===== src/rtl/lw_polymul.sv =====
module lw_polymul #(
  parameter int AW = 10
) (
  input  logic          clk,
  input  logic          rst_n,
  input  logic          start,
  input  logic [AW-1:0] sec_base,
  input  logic [AW-1:0] pub_base,
  input  logic [AW-1:0] acc_base,
  output logic          rd_en,
  output logic [AW-1:0] rd_addr,
  input  logic [63:0]   rd_data,
  output logic          wr_en,
  output logic [AW-1:0] wr_addr,
  output logic [63:0]   wr_data,
  output logic          done
);
  localparam int QW     = 13;
  localparam int PWORDS = 256 * QW / 64;

  typedef enum logic [1:0] {S_IDLE, S_RUN, S_WAIT, S_FIN} st_t;
  localparam logic [1:0] K_WIN = 2'd0, K_RES = 2'd1, K_PUB = 2'd2;

  st_t         st;
  logic [1:0]  kind, q, pcnt;
  logic [3:0]  blk;
  logic [7:0]  ci;
  logic [6:0]  off;
  logic [5:0]  pw;
  logic [4:0]  rcnt, rnext;
  logic        win_ok;
  logic [63:0] win, res, resn;
  logic [127:0] pbuf;
  logic        wb_v;
  logic [AW-1:0] wb_addr;
  logic [QW-1:0] wb_a;
  logic [15:0] wb_s;

  logic need_win, need_res, need_pub, need, ld, acc_rd, fresh;
  logic [3:0] sw_idx;
  logic [6:0] noff;
  logic [QW-1:0] a_cur, m1, m2, m3, m4;

  assign need_win = !win_ok;
  assign need_res = (rcnt == 5'd0) && (rnext <= 5'd16);
  assign need_pub = (pcnt < 2'd2) && (pw < 6'(PWORDS));
  assign need     = need_win | need_res | need_pub;
  assign ld       = (st == S_RUN) && (q == 2'd0) && need;
  assign acc_rd   = (st == S_RUN) && !((q == 2'd0) && need);
  assign fresh    = ((st == S_IDLE) && start) ||
                    (acc_rd && q == 2'd3 && ci == 8'd255 && blk != 4'd15);
  assign sw_idx   = blk - rnext[3:0];
  assign noff     = off + 7'd13;
  assign a_cur    = pbuf[off +: QW];

  assign rd_en   = acc_rd | ld;
  assign rd_addr = acc_rd   ? acc_base + AW'({blk, q}) :
                   need_win ? sec_base + AW'(blk) :
                   need_res ? sec_base + AW'(sw_idx) :
                              pub_base + AW'(pw);

  for (genvar g = 0; g < 16; g++) begin : g_neg
    assign resn[4*g +: 4] = -rd_data[4*g +: 4];
  end

  assign m1 = wb_a;
  assign m2 = wb_a << 1;
  assign m3 = wb_a + (wb_a << 1);
  assign m4 = wb_a << 2;

  for (genvar l = 0; l < 4; l++) begin : g_lane
    logic [3:0] sv;
    logic [2:0] mag;
    logic [QW-1:0] pr, term;
    assign sv   = wb_s[4*l +: 4];
    assign mag  = sv[3] ? 3'(-sv) : sv[2:0];
    assign pr   = (mag == 3'd1) ? m1 : (mag == 3'd2) ? m2 :
                  (mag == 3'd3) ? m3 : (mag == 3'd4) ? m4 : '0;
    assign term = sv[3] ? -pr : pr;
    assign wr_data[16*l +: 16] = {3'b000, rd_data[16*l +: QW] + term};
  end

  assign wr_en   = wb_v;
  assign wr_addr = wb_addr;

  always_ff @(posedge clk or negedge rst_n) begin
    if (!rst_n) begin
      st <= S_IDLE; kind <= K_WIN; blk <= '0; ci <= '0; q <= '0;
      off <= '0; pcnt <= '0; pw <= '0; rcnt <= '0; rnext <= 5'd1;
      win_ok <= 1'b0; win <= '0; res <= '0; pbuf <= '0;
      wb_v <= 1'b0; wb_addr <= '0; wb_a <= '0; wb_s <= '0; done <= 1'b0;
    end else begin
      done <= 1'b0;
      wb_v <= acc_rd;
      if (acc_rd) begin
        wb_addr <= rd_addr;
        wb_a    <= a_cur;
        wb_s    <= win[16*q +: 16];
      end
      case (st)
        S_IDLE: if (start) st <= S_RUN;
        S_RUN: begin
          if (ld) begin
            kind <= need_win ? K_WIN : (need_res ? K_RES : K_PUB);
            st   <= S_WAIT;
          end else begin
            q <= q + 2'd1;
            if (q == 2'd3) begin
              if (ci == 8'd255) begin
                ci <= '0;
                if (blk == 4'd15) st <= S_FIN;
                else blk <= blk + 4'd1;
              end else begin
                ci   <= ci + 8'd1;
                win  <= {win[59:0], res[63:60]};
                res  <= {res[59:0], 4'b0000};
                rcnt <= rcnt - 5'd1;
                if (noff[6]) begin
                  pbuf <= {64'b0, pbuf[127:64]};
                  off  <= noff - 7'd64;
                  pcnt <= pcnt - 2'd1;
                end else begin
                  off <= noff;
                end
              end
            end
          end
        end
        S_WAIT: begin
          st <= S_RUN;
          case (kind)
            K_WIN: begin win <= rd_data; win_ok <= 1'b1; end
            K_RES: begin
              res   <= (rnext > {1'b0, blk}) ? resn : rd_data;
              rcnt  <= 5'd16;
              rnext <= rnext + 5'd1;
            end
            default: begin
              if (pcnt == 2'd0) pbuf[63:0] <= rd_data;
              else              pbuf[127:64] <= rd_data;
              pcnt <= pcnt + 2'd1;
              pw   <= pw + 6'd1;
            end
          endcase
        end
        default: begin done <= 1'b1; st <= S_IDLE; end
      endcase
      if (fresh) begin
        if (st == S_IDLE) blk <= '0;
        ci <= '0; q <= '0; off <= '0; pcnt <= '0; pw <= '0;
        rcnt <= '0; rnext <= 5'd1; win_ok <= 1'b0;
      end
    end
  end


  wb_follows_rd_chk: assert property (@(posedge clk) disable iff (!rst_n)
    wr_en |-> $past(rd_en) && wr_addr == $past(rd_addr));


  no_rmw_clash_chk: assert property (@(posedge clk) disable iff (!rst_n)
    (rd_en && wr_en) |-> rd_addr != wr_addr);


  wr_seq_chk: assert property (@(posedge clk) disable iff (!rst_n)
    (wr_en && (wr_addr - acc_base) % 4 != 0) |-> $past(wr_en) && wr_addr == $past(wr_addr) + AW'(1));


  done_pulse_chk: assert property (@(posedge clk) disable iff (!rst_n)
    done |=> !done);


  pub_avail_chk: assert property (@(posedge clk) disable iff (!rst_n)
    (acc_rd && q == 2'd0) |-> ({1'b0, off} + 8'd13) <= {pcnt, 6'b0});


  res_avail_chk: assert property (@(posedge clk) disable iff (!rst_n)
    (acc_rd && q == 2'd3 && ci != 8'd255) |-> rcnt != 5'd0);
endmodule


===== config.mk =====
export PLATFORM = sky130hd
export DESIGN_NAME = lw_polymul
export DESIGN_NICKNAME = d
export VERILOG_FILES = /design/src/rtl/lw_polymul.sv
export SDC_FILE = /design/constraint.sdc
export NUM_CORES = 1
export LEC_CHECK = 0
export ABC_AREA = 1
export ABC_CLOCK_PERIOD_IN_PS = 4450
export BUFFER_PORTS_ARGS = -buffer_cell sky130_fd_sc_hd__clkbuf_2
export CAP_MARGIN = 10
export CORE_AREA = 5 5 225 227
export DETAILED_ROUTE_END_ITERATION = 10
export DIE_AREA = 0 0 230 232
export HOLD_SLACK_MARGIN = 0.1
export PLACE_DENSITY_LB_ADDON = 0.15
export SLEW_MARGIN = 20
export SYNTH_ARGS = -nofsm -noshare
export SYNTH_HDL_FRONTEND = slang
export SYNTH_SLANG_ARGS = --single-unit

===== constraint.sdc =====
create_clock -name clk -period 4.45 [get_ports clk]
set_input_delay 0.6675 -clock clk [delete_from_list [all_inputs] [get_ports clk]]
set_output_delay 0.6675 -clock clk [all_outputs]
set_load 0.005 [all_outputs]

==> metrics.cfg <==
[timing]
layout_setup_ws_ns = -0.739
fmax_mhz = 193
period_share_pct = 117
min_period_ns = 5.19
rsz0062_at_grt = true
setup_viol = 32
fin_skew_ns = 0.0209
max_slew_margin_pct = 29.6
slew_violations = 0
tightest_slew_ns = 1.05
hold_viol_final = 0
holdWs_ns = 0.347

[placed_design]
hpwl_um = 68300
gp_congestion = 1.01
port_buffers = 171

[global_routing]
grt_usage_pct = 33.5
grt_antenna_before_repair = 2
grt_pass1_vias = 25100
grt_pass1_wl_um = 143000
grt_overflow = 0
grt_max_degree = 129

[yosys]
synthArstFlopShare_pct = 100
synthCells = 3933
synth-edff-count = 0
ys_top_cells_by_area = dfrtp_1 (31%), nand2_1 (15%), inv_1 (6.3%)
synth_area_um2 = 27100
ys_seq_area_share_pct = 31.4
synth_flop_cell = dfrtp_1
ys.warnings.count = 0
synthDominantCellAreaShare_pct = 31.3
yosysTopAreaCell = dfrtp_1
ys_types = 61
ys_ff_latch = 340
synth.most_common_cell = nand2_1
avgSynthCellArea_um2 = 6.90
synth_common_cells = nand2_1 (1092), inv_1 (453), dfrtp_1 (339), o21ai_0 (314), nor2_1 (299)

[routing]
drt-initial-drc-count = 3289
drc_errors = 0
drt-pass1-iter-count = 8
wl_per_cell_um = 19.9
wl_um = 96800
vias_per_cell = 5.86
num_vias = 28500
antenna_left = 0

[power]
p_seq_share_pct = 33.3
p_per_area_nw_per_um2 = 296
swShare_pct = 33.2
internal-power_mw = 6.52
peakVddDrop_uv = 318
power.leakage_nw = 16.5
clkPwrFrac_pct = 34.0
p_switching_mw = 3.24
combPwrFrac_pct = 32.6
design_power_total_mw = 9.77

[critical_path]
r2r_cells = 15
reg2reg_slack_ns = 1.13
cp.required_ns = 3.78
crit_type = reg2out
crit_path_start_kind = register
cp-end-kind = primary output
r2r-start = rnext[0]
r2r_end = win[23]
path_max_fanout = 6
critPathMaxStageDelay_ns = 0.38
crit_slowest_cell = dfrtp_1
crit_arrival_ns = 4.52
cpMostUsedCell = nand2_1

[cts]
clk_path_buf_depth = 3
clk_pin_slew_ns = 0.06
cts_buffers = 41
cts_root_buf = clkbuf_16
cts_tree = done
htreeDepth = 2
clock-sinks = 340
clk_latency_ns = 0.58

[layout]
areaGrowthSynthToFinish_pct = 21.6
seq_area_um2 = 8520
multi_input_area_um2 = 17500
drive_gt1_share_pct = 23.0
nFillCells = 4087
final_nets = 4436

[floorplan]
std_cell_rows = 81
io_pins = 184
start_util_pct = 56.0
die_x_um = 230
coreArea_um2 = 48400
die_h_um = 232
die-area_um2 = 53400

[job]
max_cap_viol_count = 0

[min_path]
worstHoldPathType = in2reg
hold_end = st[0]
hold_start = start
whs_path_depth = 3

[run_status]
outcome = finished with violations
failed_checks = setup timing

-- metal layers --
layer	up-vias	track usage (%)	wire length, um	share of wire, %
met5	-	0	9	0.0093
li1	13400	-	-	-
met1	13300	47.7	40500	42
met4	2	13.4	5080	5.2
met3	330	7.12	9400	9.7
met2	1426	50.2	41800	43
-- sequential cells by signal, indices dropped and copies added (netlist names), 8 cells and up --
| register | count |
|---|---|
| pbuf | 128 |
| wb_s | 16 |
| win | 64 |
| ci | 8 |
| res | 64 |
| m1 | 13 |
| wr_addr | 10 |
-- worst max path at each step --
stage | from | endpoint | slack [ns] | cells after the start
2_1_floorplan | wb_s[8] | wr_data[43] | 0.24 | 27
3_3_place_gp | m1[0] | wr_data[44] | -0.15 | 30
3_5_place_dp | m1[0] | wr_data[44] | -0.21 | 30
4_1_cts | m1[1] | wr_data[28] | -0.55 | 27
5_1_grt | m1[1] | wr_data[60] | -0.90 | 28
6_report | wb_s[9] | wr_data[44] | -0.74 | 29
-- through the flow --
stage / utilization [%] / TNS, ns / std cells / worst slack [ns] / instance area (um2)
floorplan: - / 0 / 3944 / 0.236 / 27200
global placement: 60.2 / -0.505 / 4705 / -0.155 / 29200
detailed placement: 60.2 / -0.951 / 4705 / -0.215 / 29200
CTS: 65.3 / -7.09 / 4821 / -0.546 / 31600
global route: 68.1 / -16.56 / 4857 / -0.896 / 33000
finish: 68.1 / -10.40 / 4858 / -0.739 / 33000
-- cell families after synthesis --
group | share of synthesized area (%)
other | 0.0138
flip-flops | 31.4
XOR/XNOR | 3.78
AND/OR/NAND/NOR | 24.9
AO/OA/AOI/OAI | 21.9
buffers and inverters | 10.7
adder cells (fa/ha/maj) | 6.41
multiplexers | 0.918
-- power groups by stage --
stage	logic [mW]	clock network, mW	registers, mW
after global placement	2.28	0	3.30
after CTS	2.65	3.37	3.25
final	3.19	3.32	3.26
after global routing	3.42	3.51	3.26
after floorplan	1.29	0	3.29
after detailed placement	2.29	0	3.30
-- cell type report --
cell class	count	area share, %
clock buffers	60	3.48
clock inverters	12	0.463
diodes	1	0.00759
well taps	622	2.36
flip-flops and latches	340	25.8
repair buffers	429	9.33
inverters	465	5.33
multi-input cells	2929	53.2
-- critical path: cells and delay by family (launching register included) --
kind	cells	cell delay [ns]
flops	1	0.38
fa+ha+maj	2	0.51
compound gates	3	0.62
buf+inv	8	0.88
xor+xnor	1	0.22
simple gates	15	1.31
-- cell usage in the layout, fill, tap and decap left out, drive strengths merged, types with 2 or more instances in the layout --
master and n:
o2111ai 13, o211ai 27, nand4 12, xor2 78, clkinv 6, mux2 7, o221ai 26, a31oi 49
o21ai 470, ha 123, a211oi 22, nor3 13, clkbuf 211, nand2 1105, buf 277, and2 3
o21a 4, a22oi 19, o22ai 10, nor2 319, a21oi 274, conb 12, inv 467, a22o 2
nand3b 6, clkinvlp 2, nand3 188, a21o 24, xnor2 39, fa 10, o21bai 3, or2 11
mux2i 17, dfrtp 339, a21boi 2, bufinv 2, o31ai 36
-- what timing repair did --
item	in CTS	in global routing
endpoints found under the hold margin	0	49
endpoints found under the setup margin	34	39
resized for setup	202	243
hold buffers	0	1
buffers inserted	63	39
gates cloned	0	0
pin swaps	103	158
Power figures use the tool's default switching activity.
